===== src/rtl/intdiv_pkg.sv =====
package intdiv_pkg;

    typedef enum logic [1:0] {
        OPK_UDIV,
        OPK_SDIV,
        OPK_UNSUP,
        OPK_ILLEGAL
    } opkind_e;

    typedef enum logic [1:0] {
        ST_IDLE,
        ST_ITER,
        ST_FIXUP
    } state_e;

    localparam logic [5:0] OPC_UDIV = 6'd2;
    localparam logic [5:0] OPC_SDIV = 6'd3;

endpackage


===== src/rtl/intdiv_decode.sv =====
module intdiv_decode
    import intdiv_pkg::*;
#(
    parameter int unsigned XLEN = 64
) (
    input  logic [31:0]     insn,
    input  logic [XLEN-1:0] op_a,
    input  logic [XLEN-1:0] op_b,
    output opkind_e         kind,
    output logic            wide,
    output logic            neg_quot,
    output logic [XLEN-1:0] mag_n,
    output logic [XLEN-1:0] mag_d,
    output logic            div_zero,
    output logic            sgn_ovf
);
    localparam int unsigned HALF = XLEN / 2;
    localparam logic [XLEN-1:0] MOST_NEG = {1'b1, {(XLEN-1){1'b0}}};

    logic [5:0]      opc;
    logic            is_signed;
    logic [XLEN-1:0] ext_n, ext_d;
    logic            sn, sd;

    assign opc  = insn[15:10];
    assign wide = insn[31];

    always_comb begin
        if (insn[29]) begin
            kind = OPK_ILLEGAL;
        end else begin
            case (opc) inside
                OPC_UDIV:                    kind = OPK_UDIV;
                OPC_SDIV:                    kind = OPK_SDIV;
                [6'd8:6'd11], [6'd16:6'd23]: kind = OPK_UNSUP;
                default:                     kind = OPK_ILLEGAL;
            endcase
        end
    end

    assign is_signed = (kind == OPK_SDIV);

    always_comb begin
        if (wide) begin
            ext_n = op_a;
            ext_d = op_b;
        end else if (is_signed) begin
            ext_n = {{HALF{op_a[HALF-1]}}, op_a[HALF-1:0]};
            ext_d = {{HALF{op_b[HALF-1]}}, op_b[HALF-1:0]};
        end else begin
            ext_n = {{HALF{1'b0}}, op_a[HALF-1:0]};
            ext_d = {{HALF{1'b0}}, op_b[HALF-1:0]};
        end
    end

    assign sn       = is_signed & ext_n[XLEN-1];
    assign sd       = is_signed & ext_d[XLEN-1];
    assign mag_n    = sn ? (~ext_n + 1'b1) : ext_n;
    assign mag_d    = sd ? (~ext_d + 1'b1) : ext_d;
    assign neg_quot = sn ^ sd;
    assign div_zero = (ext_d == '0);
    assign sgn_ovf  = is_signed && (ext_n == MOST_NEG) && (ext_d == '1);

endmodule


===== src/rtl/intdiv_core.sv =====
module intdiv_core #(
    parameter int unsigned XLEN = 64
) (
    input  logic            clk,
    input  logic            load,
    input  logic            step,
    input  logic [XLEN-1:0] dividend,
    input  logic [XLEN-1:0] divisor,
    output logic [XLEN-1:0] quotient
);
    logic [XLEN-1:0] rem_q, quo_q, den_q;
    logic [XLEN:0]   shifted, diff;

    assign shifted = {rem_q, quo_q[XLEN-1]};
    assign diff    = shifted - {1'b0, den_q};

    always_ff @(posedge clk) begin
        if (load) begin
            rem_q <= '0;
            quo_q <= dividend;
            den_q <= divisor;
        end else if (step) begin
            if (!diff[XLEN]) begin
                rem_q <= diff[XLEN-1:0];
                quo_q <= {quo_q[XLEN-2:0], 1'b1};
            end else begin
                rem_q <= shifted[XLEN-1:0];
                quo_q <= {quo_q[XLEN-2:0], 1'b0};
            end
        end
    end

    assign quotient = quo_q;

endmodule


===== src/rtl/intdiv_unit.sv =====
module intdiv_unit
    import intdiv_pkg::*;
#(
    parameter int unsigned XLEN = 64
) (
    input  logic            clk,
    input  logic            rst,
    input  logic            start,
    input  logic [31:0]     insn,
    input  logic [XLEN-1:0] op_a,
    input  logic [XLEN-1:0] op_b,
    output logic            busy,
    output logic            done,
    output logic [XLEN-1:0] result,
    output logic            illegal,
    output logic            unsupported
);
    localparam int unsigned HALF = XLEN / 2;
    localparam int unsigned CW   = $clog2(XLEN + 1);
    localparam logic [CW-1:0] LAST_STEP = CW'(XLEN - 1);
    localparam logic [XLEN-1:0] MOST_NEG = {1'b1, {(XLEN-1){1'b0}}};

    state_e          state_q;
    logic [CW-1:0]   cnt_q;
    opkind_e         kind;
    logic            wide, neg_quot, div_zero, sgn_ovf;
    logic [XLEN-1:0] mag_n, mag_d, quotient;
    logic            accept, is_div, go_long;
    logic            neg_r, wide_r;

    function automatic logic [XLEN-1:0] trim(input logic [XLEN-1:0] v, input logic w);
        return w ? v : {{HALF{1'b0}}, v[HALF-1:0]};
    endfunction

    intdiv_decode #(.XLEN(XLEN)) u_decode (
        .insn     (insn),
        .op_a     (op_a),
        .op_b     (op_b),
        .kind     (kind),
        .wide     (wide),
        .neg_quot (neg_quot),
        .mag_n    (mag_n),
        .mag_d    (mag_d),
        .div_zero (div_zero),
        .sgn_ovf  (sgn_ovf)
    );

    assign accept  = start && (state_q == ST_IDLE);
    assign is_div  = (kind == OPK_UDIV) || (kind == OPK_SDIV);
    assign go_long = accept && is_div && !div_zero && !sgn_ovf;

    intdiv_core #(.XLEN(XLEN)) u_core (
        .clk      (clk),
        .load     (go_long),
        .step     (state_q == ST_ITER),
        .dividend (mag_n),
        .divisor  (mag_d),
        .quotient (quotient)
    );

    // State register and step counter
    always_ff @(posedge clk) begin
        if (rst) begin
            state_q <= ST_IDLE;
            cnt_q   <= '0;
        end else begin
            unique case (state_q)
                ST_IDLE: begin
                    if (go_long) begin
                        state_q <= ST_ITER;
                        cnt_q   <= '0;
                    end
                end
                ST_ITER: begin
                    cnt_q <= cnt_q + 1'b1;
                    if (cnt_q == LAST_STEP) state_q <= ST_FIXUP;
                end
                ST_FIXUP: state_q <= ST_IDLE;
                default:  state_q <= ST_IDLE;
            endcase
        end
    end

    // Outputs
    always_ff @(posedge clk) begin
        if (rst) begin
            done        <= 1'b0;
            result      <= '0;
            illegal     <= 1'b0;
            unsupported <= 1'b0;
            neg_r       <= 1'b0;
            wide_r      <= 1'b0;
        end else begin
            done <= 1'b0;
            unique case (state_q)
                ST_IDLE: begin
                    if (go_long) begin
                        neg_r  <= neg_quot;
                        wide_r <= wide;
                    end else if (accept) begin
                        done        <= 1'b1;
                        illegal     <= (kind == OPK_ILLEGAL);
                        unsupported <= (kind == OPK_UNSUP);
                        if (is_div) result <= trim(div_zero ? '0 : MOST_NEG, wide);
                    end
                end
                ST_FIXUP: begin
                    done        <= 1'b1;
                    illegal     <= 1'b0;
                    unsupported <= 1'b0;
                    result      <= trim(neg_r ? (~quotient + 1'b1) : quotient, wide_r);
                end
                default: ;
            endcase
        end
    end

    assign busy = (state_q != ST_IDLE);

endmodule


===== config.mk =====
export PLATFORM = sky130hd
export DESIGN_NAME = intdiv_unit
export DESIGN_NICKNAME = d
export VERILOG_FILES = /design/src/rtl/intdiv_pkg.sv /design/src/rtl/intdiv_decode.sv /design/src/rtl/intdiv_core.sv /design/src/rtl/intdiv_unit.sv
export SDC_FILE = /design/constraint.sdc
export NUM_CORES = 1
export LEC_CHECK = 0
export BUFFER_PORTS_ARGS = -buffer_cell sky130_fd_sc_hd__buf_2
export CAP_MARGIN = 30
export CORE_UTILIZATION = 50
export CTS_CLUSTER_SIZE = 24
export DETAILED_ROUTE_END_ITERATION = 8
export PLACE_DENSITY = 0.7
export SYNTH_ARGS = -nofsm -noshare
export SYNTH_HDL_FRONTEND = slang
export SYNTH_SLANG_ARGS = --single-unit

===== constraint.sdc =====
create_clock -name clk -period 9.7 [get_ports clk]
set_input_delay 0.485 -clock clk [delete_from_list [all_inputs] [get_ports clk]]
set_output_delay 0.485 -clock clk [all_outputs]
set_load 0.02 [all_outputs]

* Word level (Yosys, flattened, before mapping)
Cells that the tools add are included.
Word-level totals: register bits after elaboration 270, input bits 163, output and inout bits 68, logic and storage cells 101
Cells by class: add/sub/neg operators 5, order comparisons 4, eq/ne operators 15, mux-type cells 36, bitwise logic cells 6, reduce and logical (&&, ||, !) cells 24
Operator list (count):
- $mux 64 | 16
- $add 64x1->64 const B | 3
- $not 64->64 | 3
- $eq 64x64->1 const B | 2
- $pmux 64 s2 | 1
- $sub 65x64->65 | 1
- $logic_not 64->1 | 1
- $pmux 7 s2 | 1
- $eq 6x2->1 const B | 2
- $mux 2 | 5
- $ne 2x2->1 const B | 5
- $logic_and 1x1->1 | 8
- $mux 1 | 8
- $reduce_bool 2->1 | 4
- $add 7x1->7 const B | 1
- $eq 7x6->1 const B | 1
- $mux 7 | 1
- $eq 2x2->1 const B | 3
- $ge 6x4->1 const B | 1
- $ge 6x5->1 const B | 1
- $le 6x4->1 const B | 1
- $le 6x5->1 const B | 1
- $pmux 1 s2 | 3
- $reduce_and 2->1 | 3
- 10 further kinds | 14

* Logic depth before layout (Yosys ltp)
Gate-level depths: netlist of the first run.
depth after elaboration 17, gate-level depth with buffers 16, gate-level depth less buffers 14

* By module
A second synthesis of the first run with hierarchy kept.
Second synthesis, totals: cell total of the unflattened synthesis 2377, area, all modules 20068.0 um^2
By module, submodules not included:
- intdiv_core | instances 1, cells each 1220, area an instance 11785.1 um^2, seq. area each 5124.9 um^2
- intdiv_decode | instances 1, cells each 681, area an instance 4257.8 um^2, seq. area each 0.0 um^2
- intdiv_unit | instances 1, cells each 476, area an instance 4025.1 um^2, seq. area each 1561.5 um^2

* Least setup slack after synthesis of the first run
Ideal clock, no wire load.
path kind input -> register, from in insn[14], to reg u_core.quo_q[57], in the netlist u_core.quotient[57] (data pin), library setup time 163 ps, arrival 7629 ps, required time 9537 ps, path slack 1907 ps, stages 10, path buffers 0, path through nor4b_1 > and3_1 > a21oi_1 > a31o_2 > nand3_1 > nor4b_1 > and3_1 > a211oi_1 > o21ai_0 > nand2_1
On the way: word-level cells in the longest chain between the ends 16
RTL lines:
- start, declared | line intdiv_unit.sv:9 | input logic [31:0] insn,
- $ge 6x5->1 (no line), or another cell as far along
- $logic_and 1x1->1 (no line)
- $reduce_or 2->1 | line intdiv_decode.sv:32 | case (opc) inside
- $mux 1 | line intdiv_decode.sv:32
- $mux 2 | line intdiv_decode.sv:32
- $mux 2 (*) | line intdiv_decode.sv:32
- $mux 2 (*) | line intdiv_decode.sv:29 | if (insn[29]) begin
- $eq 2x1->1 | line intdiv_decode.sv:41, intdiv_unit.sv:49
- $mux 64 | line intdiv_decode.sv:47 | end else if (is_signed) begin
- $mux 64 | line intdiv_decode.sv:44 | if (wide) begin
- $eq 64x64->1 | line intdiv_decode.sv:62 | assign sgn_ovf = is_signed && (ext_n == MOST_NEG) && (ext_d == '1);
- $logic_and 1x1->1 (2 in a row) | line intdiv_decode.sv:62
- $logic_not 1->1 | line intdiv_unit.sv:50 | assign go_long = accept && is_div && !div_zero && !sgn_ovf;
- $logic_and 1x1->1 (*) | line intdiv_unit.sv:50
- named net go_long | line intdiv_unit.sv:28 | logic accept, is_div, go_long;
- $mux 64 (*) | line intdiv_core.sv:18 | if (load) begin
- end signal, assigned | line intdiv_core.sv:20 | quo_q <= dividend;
- end signal, assigned | line intdiv_core.sv:25 | quo_q <= {quo_q[XLEN-2:0], 1'b1};
- end signal, assigned | line intdiv_core.sv:28 | quo_q <= {quo_q[XLEN-2:0], 1'b0};
- end, declared | line intdiv_core.sv:11 | logic [XLEN-1:0] rem_q, quo_q, den_q;
The timed path passes the listed nets; every way through them passes the cells marked *. A chain may end at the register's enable or synchronous reset.

* Final worst setup path of the first run
from reg u_core.quo_q[63], in the netlist u_core.quotient[63], to reg u_core.rem_q[44]
On the way: word-level cells in the longest chain between the ends 2
RTL lines:
- $sub 65x64->65 | line intdiv_core.sv:15 | assign diff = shifted - {1'b0, den_q};
- $mux 64 | line intdiv_core.sv:23 | if (!diff[XLEN]) begin
- end signal, assigned | line intdiv_core.sv:24 | rem_q <= diff[XLEN-1:0];
- end signal, assigned | line intdiv_core.sv:27 | rem_q <= shifted[XLEN-1:0];
- end, declared | line intdiv_core.sv:11
No other way between the ends.

==> impl_metrics.csv, run 1 <==
group,metric,value,unit
worst_setup_path,end_kind,"flop",
yosys,synth_top_area_cell,"edfxtp_1",
sta,fmax,189,MHz
global_route,antenna_found_initial,8,
global_route,grt_pass1_wl,87.3,mm
worst_setup_path,arrival,5730,ps
power_and_ir_drop,pwr-share-seq,33.3,%
min_path,hold_path.class,"input pin to flop",
floorplan,start_util,50.8,%
sta,drv_slew,0,
yosys,ys_top_cells_by_area,"edfxtp_1, dfxtp_1, o21ai_0",
worst_setup_path,worst_setup_path_start_kind,"flop",
min_path,hold_path.startpoint,"op_b[0]",
worst_setup_path,critPathLaunch,"u_core.quotient[63]$_DFFE_PP_",
global_route,grt_overflow_total,0,
global_route,track_usage,28.4,%
sta,slew_headroom,30.1,%
routing,firstDrtPassIters,7,
status,run_status,"complete, no violations",
routing,remaining_drc_errors,0,
floorplan,die_width,195,um
power_and_ir_drop,fin_total_pwr,4.16,mW
worst_setup_path,worstPathRequired,10130,ps
routing,vias,17770,
global_route,grt_pass1_vias,16566,
yosys,netlist_instances,2232,
yosys,synth.most_common_cell,"o21ai_0",
yosys,ys_seq_area_share,35.8,%
yosys,ys_ff_latch,270,
floorplan,die_area,0.0381,mm^2
final_layout,fin_util,57.9,%
clock_tree,htreeDepth,2,
power_and_ir_drop,switchingPower,1.45,mW
sta,finalCritPeriodShare,54.7,%
sta,setup_viol_count_final,0,
place,port_buffers,206,
power_and_ir_drop,power_density,196,mW/mm^2
worst_setup_path,r2r_cells,16,
yosys,syn-cell-area,0.0187,mm^2
place,hpwlAfterDp,39.6,mm
final_layout,area_growth,14.0,%
routing,vias_per_cell,6.16,
power_and_ir_drop,sw_frac_of_total,34.9,%
clock_tree,ctsResizeCount,0,
yosys,synth_top_area_share,20.6,%
floorplan,num_rows,70,
sta,hold_violations,0,
yosys,syn_nets,2465,
sta,tns,0,ps
floorplan,coreArea,0.0367,mm^2
clock_tree,ctsLongestPathBuffers,3,
clock_tree,root_buffer,"clkbuf_16",
clock_tree,numClockSinks,270,
place,gp_congestion,0.942,
sta,rsz0062_at_grt,"no",
clock_tree,cts_tree,"yes",
power_and_ir_drop,intPower,2.71,mW
yosys,avgSynthCellArea,8.36,um^2
worst_setup_path,critical_path.max_fanout,49,
routing,ant_nets,0,
sta,skew,19.2,ps
clock_tree,clkTransAtPathRegs,60,ps
yosys,synth_cell_types,78,
routing,wirelength,54.8,mm
clock_tree,clk_latency,550,ps
sta,worst_slew_pin_slew,1040,ps
yosys,synth_edf_count,128,
sta,period_minus_slack,5300,ps
power_and_ir_drop,p_comb_share,35.2,%
worst_setup_path,endpoint,"u_core.rem_q[44]$_SDFFE_PN0P_",
routing,wire_per_inst,19.0,um
flow_run,maxCapViolations,0,
yosys,yosys_warnings,0,
final_layout,layout-drive-gt1-share,13.2,%
clock_tree,postCtsHoldBufs,0,
final_layout,fillers,3325,
worst_setup_path,rr_startpoint,"u_core.quotient[63]$_DFFE_PP_",
floorplan,ios,231,
worst_setup_path,rrSetupSlack,4400,ps
global_route,grt_max_degree,106,
final_layout,layout.nets,2621,
clock_tree,post-cts-setup-buffers,0,
routing,first_iter_violations,1282,
yosys,synthArstFlopShare,0,%
yosys,ys.flop_type,"dfxtp_1",
clock_tree,numCtsBuffers,34,
floorplan,die_y,195,um
worst_setup_path,crit_type,"flop to flop",
yosys,synth.top_cells.by_count,"o21ai_0, nand2_1, a21oi_1",
worst_setup_path,reg2reg_to,"u_core.rem_q[44]$_SDFFE_PN0P_",
power_and_ir_drop,p_clk_share,31.6,%
power_and_ir_drop,peakVddDrop,139,uV
sta,hold_slack,245,ps
power_and_ir_drop,power_leakage,8.54,nW
## cell usage in the layout, fill, tap and decap left out, drive strengths merged, types with 69 or more instances in the layout
| cell type | count |
|---|---|
| nand3 | 74 |
| nand2 | 233 |
| buf | 230 |
| edfxtp | 128 |
| ha | 69 |
| xnor2 | 127 |
| inv | 100 |
| o21ai | 237 |
| dfxtp | 142 |
| a21oi | 190 |
| nor2 | 158 |
| xor2 | 93 |
## sequential cells by signal, indices dropped and copies added (netlist names)
signal,flops
result,64
illegal,1
neg_r,1
wide_r,1
state_q,2
done,1
u_core.rem_q,64
u_core.quotient,64
cnt_q,7
unsupported,1
u_core.den_q,64
## layer usage
| layer | GRT usage [%] | vias up | wire length, um |
|---|---|---|---|
| li1 | - | 8540 | - |
| met1 | 37.5 | 8393 | 23900 |
| met2 | 45.2 | 691 | 24600 |
| met3 | 5.32 | 140 | 4120 |
| met4 | 12.5 | 6 | 2110 |
| met5 | 0 | - | 34 |
## power by group through the flow
| stage | combinational (mW) | clock [mW] | sequential [mW] |
|---|---|---|---|
| finish | 1.46 | 1.31 | 1.38 |
| global route | 1.62 | 1.37 | 1.40 |
| CTS | 1.45 | 1.34 | 1.38 |
| detailed placement | 1.44 | 0 | 1.40 |
| global placement | 1.41 | 0 | 1.40 |
| floorplan | 1.12 | 0 | 1.38 |
## final cells by class
cell class	instances	area [um^2]	share of cell area, %
tap	468	586	2.75
sequential	270	6690	31.5
antenna	5	12.5	0.0589
clock buffer	44	981	4.61
clock inverter	17	169	0.794
inverter	99	372	1.75
timing repair buffer	230	1230	5.79
multi-input combinational	1753	11200	52.8
## how the worst min path moves through the flow
stage	end	slack [ps]	cells past startpoint
2_1_floorplan	cnt_q[3]$_SDFFE_PP0P_	440	1
3_3_place_gp	result[32]$_SDFFE_PP0P_	440	1
4_1_cts	u_core.den_q[0]$_DFFE_PN_	210	1
6_report	u_core.den_q[0]$_DFFE_PN_	250	1
5_1_grt	u_core.den_q[0]$_DFFE_PN_	250	1
3_5_place_dp	result[36]$_SDFFE_PP0P_	440	1
## worst max-delay path, cell delays in order (launching register included)
cell and delay, ps:
edfxtp_1 440, inv_1 90, ha_1 240, fa_1 400, nand2b_1 210, a211oi_1 440, o2111ai_1 200, o211ai_1 340
a31oi_1 170, buf_4 220, nand4b_1 240, nand2_1 210, mux2i_1 160, nand2_4 330, buf_4 730, nor2_1 350
a221o_1 380
## through the flow
step / cells / setup WS [ps] / area [um^2]
floorplan: 2232 / 1910 / 18700
global placement: 2819 / 4180 / 20100
detailed placement: 2819 / 4060 / 20100
CTS: 2880 / 4460 / 21200
global route: 2882 / 4240 / 21300
finish: 2886 / 4400 / 21300
## kinds of logic after synthesis
| group | synth area share [%] |
|---|---|
| AO/OA/AOI/OAI | 23.6 |
| adder cells (fa/ha/maj) | 4.74 |
| AND/OR/NAND/NOR | 18.1 |
| XOR/XNOR | 10.3 |
| flip-flops | 35.8 |
| multiplexers | 3.19 |
| buffers and inverters | 4.27 |
(Power assumes the default switching activity.)
==> inputs of run 2 (changes only) <==
--- a/config.mk
+++ b/config.mk
@@ -10,7 +10,7 @@
 export CORE_UTILIZATION = 50
 export CTS_CLUSTER_SIZE = 24
 export DETAILED_ROUTE_END_ITERATION = 8
-export PLACE_DENSITY = 0.7
+export PLACE_DENSITY = 0.73
 export SYNTH_ARGS = -nofsm -noshare
 export SYNTH_HDL_FRONTEND = slang
 export SYNTH_SLANG_ARGS = --single-unit
==> constraint.sdc (replaced) <==
create_clock -name clk -period 4.75 [get_ports clk]
set_input_delay 0.2375 -clock clk [delete_from_list [all_inputs] [get_ports clk]]
set_output_delay 0.2375 -clock clk [all_outputs]
set_load 0.02 [all_outputs]
==> run 2 against run 1 <==
  * Largest power group unchanged
  * Cell area grew 1.0%
  * Clock skew grew 3.7 ps
  * Count of clock-buffer cells in the layout up 3
  * First-iteration DRC count increased by 4.7%
  * Fmax grew 22%
  * Setup slack worse by 4000 ps
  * Clock power is 92% higher
  * Utilization increased by 0.59 points
  * Critical path depth down 1
  * Hold slack lost 220 ps
  * Sequential power rose by 100%
==> impl_metrics.csv, run 2 (synthesis results as in run 1) <==
group,metric,value,unit
status,run_status,"complete, no violations",
final_layout,layout-drive-gt1-share,13.6,%
clock_tree,cts_tree,"yes",
clock_tree,root_buffer,"clkbuf_16",
floorplan,start_util,50.8,%
clock_tree,htreeDepth,1,
power_and_ir_drop,power_leakage,8.66,nW
global_route,grt_max_degree,105,
worst_setup_path,critical_path.max_fanout,20,
routing,ant_nets,0,
worst_setup_path,crit_chain,"inv_1 > ha_1 > fa_1 > nand2b_1 > a211oi_1 > o2111ai_1 > o211ai_1 > a31oi_1 > nand4b_1 > nand2_1 > mux2i_1 > nand2_4 > buf_4 > mux2i_1 > o21ai_0",
sta,hold_slack,27.3,ps
sta,worst_slew_pin_slew,994,ps
routing,wire_per_inst,19.1,um
clock_tree,ctsLongestPathBuffers,3,
floorplan,ios,231,
floorplan,die_y,195,um
routing,firstDrtPassIters,6,
final_layout,layout_common_cells,"o21ai_0, nand2_1, buf_2",
final_layout,final_cells,2913,
worst_setup_path,end_kind,"flop",
floorplan,die_width,195,um
final_layout,area_growth,15.1,%
place,hpwlAfterDp,40.9,mm
worst_setup_path,critPathLaunch,"u_core.quotient[63]$_DFFE_PP_",
routing,wirelength,55.6,mm
floorplan,num_rows,70,
final_layout,layout.nets,2649,
routing,remaining_drc_errors,0,
flow_run,maxCapViolations,0,
power_and_ir_drop,peakVddDrop,260,uV
sta,setup_viol_count_final,0,
clock_tree,numCtsBuffers,31,
sta,fmax,230,MHz
sta,finalCritPeriodShare,91.6,%
sta,hold_violations,0,
routing,first_iter_violations,1342,
global_route,antenna_found_initial,6,
clock_tree,clkTransAtPathRegs,60,ps
final_layout,final_common_cell,"o21ai_0",
global_route,track_usage,28.5,%
routing,vias_per_cell,6.16,
worst_setup_path,cp_top_family,"compound AO/OA/AOI/OAI gates",
worst_setup_path,arrival,4780,ps
clock_tree,numClockSinks,270,
floorplan,die_area,0.0381,mm^2
sta,period_minus_slack,4350,ps
global_route,grt_pass1_wl,88.4,mm
worst_setup_path,max_stage_delay,450,ps
sta,drv_slew,0,
worst_setup_path,worst_setup_path_start_kind,"flop",
global_route,grt_pass1_vias,16657,
worst_setup_path,worstPathRequired,5180,ps
worst_setup_path,rr_startpoint,"u_core.quotient[63]$_DFFE_PP_",
global_route,grt_overflow_total,0,
sta,tns,0,ps
worst_setup_path,crit_top_cell,"mux2i_1",
power_and_ir_drop,power_density,393,mW/mm^2
worst_setup_path,crit_buf_inv,2,
place,port_buffers,206,
min_path,hold_path.class,"input pin to flop",
worst_setup_path,slowest_stage,"edfxtp_1",
sta,slew_headroom,33.5,%
routing,vias,17948,
sta,skew,22.9,ps
min_path,hold_path.startpoint,"op_b[27]",
floorplan,coreArea,0.0367,mm^2
clock_tree,clk_latency,600,ps
place,gp_congestion,0.995,
place,place_inst,2838,
sta,rsz0062_at_grt,"no",
worst_setup_path,crit_type,"flop to flop",
-- run 2: area by class of cell --
| type | instances | area [um^2] |
|---|---|---|
| antenna | 4 | 10.0 |
| clock buffer | 47 | 971 |
| clock inverter | 11 | 103 |
| fill | 3316 | 15200 |
| inverter | 99 | 372 |
| multi-input combinational | 1753 | 11200 |
| sequential | 270 | 6690 |
| tap | 468 | 586 |
| timing repair buffer | 261 | 1530 |
-- run 2: metrics by stage --
stage	setup WS (ps)	util (%)	area [um^2]	power [mW]
after floorplan	453	-	18700	5.11
after global placement	495	55.2	20300	5.86
after detailed placement	464	55.2	20300	5.91
after CTS	425	58.5	21500	8.43
after global routing	113	58.5	21500	8.91
final	397	58.5	21500	8.44
-- run 2: worst paths after layout --
path                                   end  slack [ps]  cells past startpoint
max          u_core.rem_q[29]$_SDFFE_PN0P_         400                     15
min             u_core.den_q[27]$_DFFE_PN_          30                      2
max reg2reg  u_core.rem_q[29]$_SDFFE_PN0P_         400                     15
min reg2reg        result[51]$_SDFFE_PP0P_         460                      1
-- run 2: per-layer routing --
layer | global-route usage (%) | vias to the layer above | part of all wire, %
met3 | 4.30 | 82 | 7.5
met5 | 0 | - | 0.067
met2 | 47.8 | 665 | 47
li1 | - | 8603 | -
met4 | 7.06 | 6 | 2.2
met1 | 38.5 | 8592 | 44
-- run 2: what timing repair did --
action,CTS,global route
hold buffers,13,0
setup buffers,0,0
hold endpoints to repair,13,0
gates resized for setup,0,0
-- run 2: power breakdown --
| part | switching [mW] | leakage, nW | internal, mW |
|---|---|---|---|
| logic | 1.76 | 5.81 | 1.35 |
| registers | 0.177 | 2.31 | 2.65 |
| clock network | 1.04 | 0.535 | 1.47 |
| total | 2.97 | 8.66 | 5.47 |
==> inputs of run 3 (changes only) <==
--- a/config.mk
+++ b/config.mk
@@ -5,9 +5,10 @@
 export SDC_FILE = /design/constraint.sdc
 export NUM_CORES = 1
 export LEC_CHECK = 0
-export BUFFER_PORTS_ARGS = -buffer_cell sky130_fd_sc_hd__buf_2
+export BUFFER_PORTS_ARGS = -buffer_cell sky130_fd_sc_hd__buf_4
 export CAP_MARGIN = 30
 export CORE_UTILIZATION = 50
+export CTS_BUF_LIST = sky130_fd_sc_hd__clkbuf_4
 export CTS_CLUSTER_SIZE = 24
 export DETAILED_ROUTE_END_ITERATION = 8
 export PLACE_DENSITY = 0.73
==> run 3 against run 2 <==
  * Cell area grew 9.4%
  * Clock power shrank 8.4%
  * Combinational power grew 5%
==> impl_metrics.csv, run 3 (synthesis results as in run 1) <==
group,metric,value,unit
worst_setup_path,critical_path.max_fanout,7,
final_layout,layout.nets,2850,
worst_setup_path,crit_chain,"dlygate4sd3_1 > buf_4 > or4_1 > nor4_2 > nand3b_1 > or4_1 > nor2_1 > nand3_1 > a311oi_1 > dlygate4sd3_1 > nor3_1 > dlygate4sd3_1",
worst_setup_path,r2r_cells,15,
worst_setup_path,critPathLaunch,"op_b[12]",
power_and_ir_drop,switchingPower,3.10,mW
place,placed_cell_area,0.0208,mm^2
worst_setup_path,rrSetupSlack,330,ps
floorplan,coreArea,0.0367,mm^2
sta,finalCritPeriodShare,94.4,%
worst_setup_path,worst_setup_path_start_kind,"input pin",
worst_setup_path,crit_buf_inv,4,
clock_tree,cts_tree,"yes",
global_route,grt_pass1_wl,96.2,mm
clock_tree,numCtsBuffers,78,
routing,first_iter_violations,1336,
sta,rsz0062_at_grt,"no",
final_layout,regArea,0.00669,mm^2
sta,fmax,223,MHz
sta,tns,0,ps
final_layout,layout-drive-gt1-share,15.6,%
clock_tree,post-cts-setup-buffers,0,
floorplan,num_rows,70,
place,port_buffers,206,
worst_setup_path,crit_top_cell,"dlygate4sd3_1",
place,hpwlAfterDp,42.1,mm
power_and_ir_drop,power_leakage,9.49,nW
routing,vias_per_cell,6.03,
routing,ant_nets,0,
sta,hold_violations,0,
sta,setup_viol_count_final,0,
final_layout,area_growth,26.0,%
worst_setup_path,worstPathRequired,5260,ps
place,gp_congestion,0.944,
worst_setup_path,end_kind,"flop",
worst_setup_path,arrival,4990,ps
worst_setup_path,max_stage_delay,720,ps
global_route,track_usage,31.4,%
final_layout,fin_util,64.0,%
floorplan,die_width,195,um
floorplan,ios,231,
worst_setup_path,rr_startpoint,"u_core.quotient[63]$_DFFE_PP_",
global_route,antenna_found_initial,6,
sta,skew,88.0,ps
floorplan,die_area,0.0381,mm^2
routing,remaining_drc_errors,0,
routing,firstDrtPassIters,6,
power_and_ir_drop,pwr-share-seq,33.7,%
power_and_ir_drop,power_density,357,mW/mm^2
global_route,grt_max_degree,107,
sta,drv_slew,0,
power_and_ir_drop,p_clk_share,27.4,%
worst_setup_path,cp_top_family,"simple AND/OR/NAND/NOR gates",
power_and_ir_drop,intPower,5.30,mW
final_layout,final_common_cell,"buf_4",
worst_setup_path,endpoint,"u_core.den_q[42]$_DFFE_PN_",
power_and_ir_drop,fin_total_pwr,8.40,mW
sta,worst_slew_pin_slew,1010,ps
routing,wirelength,60.6,mm
final_layout,multiInputGateArea,0.0112,mm^2
global_route,grt_overflow_total,0,
power_and_ir_drop,sw_frac_of_total,36.9,%
sta,hold_slack,63.0,ps
flow_run,maxCapViolations,0,
clock_tree,root_buffer,"clkbuf_4",
floorplan,die_y,195,um
status,run_status,"complete, no violations",
clock_tree,htreeDepth,3,
clock_tree,clkTransAtPathRegs,60,ps
floorplan,start_util,50.8,%
clock_tree,clk_latency,810,ps
global_route,grt_pass1_vias,18586,
min_path,hold_path.startpoint,"op_b[32]",
worst_setup_path,crit_type,"input pin to flop",
worst_setup_path,slowest_stage,"or4_1",
sta,slew_headroom,32.7,%
final_layout,fillers,3045,
final_layout,layout_common_cells,"buf_4, o21ai_0, nand2_1",
final_layout,design_area,0.0235,mm^2
min_path,holdPathStages,4,
sta,period_minus_slack,4490,ps
power_and_ir_drop,peakVddDrop,239,uV
routing,vias,19017,
min_path,hold_path.class,"input pin to flop",
clock_tree,numClockSinks,270,
clock_tree,ctsLongestPathBuffers,3,
worst_setup_path,cp.depth,12,
worst_setup_path,reg2reg_to,"u_core.rem_q[24]$_SDFFE_PN0P_",
routing,wire_per_inst,19.2,um
power_and_ir_drop,p_comb_share,38.9,%
[run 3: final cells by class]
type / instances / area share [%]
clock inverter: 18 / 0.421
sequential: 270 / 28.5
timing repair buffer: 415 / 15.2
multi-input combinational: 1753 / 47.8
clock buffer: 124 / 3.96
tap: 468 / 2.49
inverter: 99 / 1.58
antenna: 7 / 0.0746
[run 3: routing by layer]
metal | GRT usage (%) | up-vias | part of all wire, %
li1 | - | 9046 | -
met1 | 40.0 | 9021 | 42
met2 | 51.9 | 797 | 47
met3 | 5.82 | 153 | 6.9
met4 | 13.6 | 0 | 3.6
met5 | 0 | - | 0
[run 3: through the flow]
step | setup slack [ps] | std cells
2_1_floorplan | 453 | 2232
3_3_place_gp | 428 | 2840
3_5_place_dp | 379 | 2840
4_1_cts | 237 | 3146
5_1_grt | 142 | 3153
6_report | 265 | 3154
[run 3: worst min-delay path by stage]
stage	to	slack, ps
finish	u_core.den_q[32]$_DFFE_PN_	60
global route	u_core.den_q[63]$_DFFE_PN_	20
CTS	u_core.quotient[47]$_DFFE_PP_	0.7
detailed placement	result[62]$_SDFFE_PP0P_	450
global placement	result[41]$_SDFFE_PP0P_	450
floorplan	cnt_q[6]$_SDFFE_PP0P_	310
[run 3: repair_timing]
item / 4_1_cts / 5_1_grt
gates resized for setup: 0 / 2
setup endpoints to repair: 0 / 1
hold buffers: 164 / 0
endpoints found under the hold margin: 141 / 0
[run 3: worst reg2reg max path: stages (launching register included)]
cell and delay (ps):
edfxtp_1 440, inv_1 100, ha_1 240, fa_1 410, nand2b_1 210, a211oi_1 390, o2111ai_1 190, o211ai_1 210
a31oi_1 230, nand4b_1 320, nand2_1 200, mux2i_1 340, nand2_4 300, buf_4 370, mux2i_1 190, o21ai_0 100
[run 3: power groups by stage]
| stage | clock [mW] | sequential, mW | combinational (mW) |
|---|---|---|---|
| after global placement | 0 | 2.86 | 3.03 |
| after global routing | 2.48 | 2.86 | 3.60 |
| after CTS | 2.35 | 2.83 | 3.21 |
| final | 2.30 | 2.83 | 3.26 |
| after detailed placement | 0 | 2.88 | 3.09 |
| after floorplan | 0 | 2.82 | 2.29 |
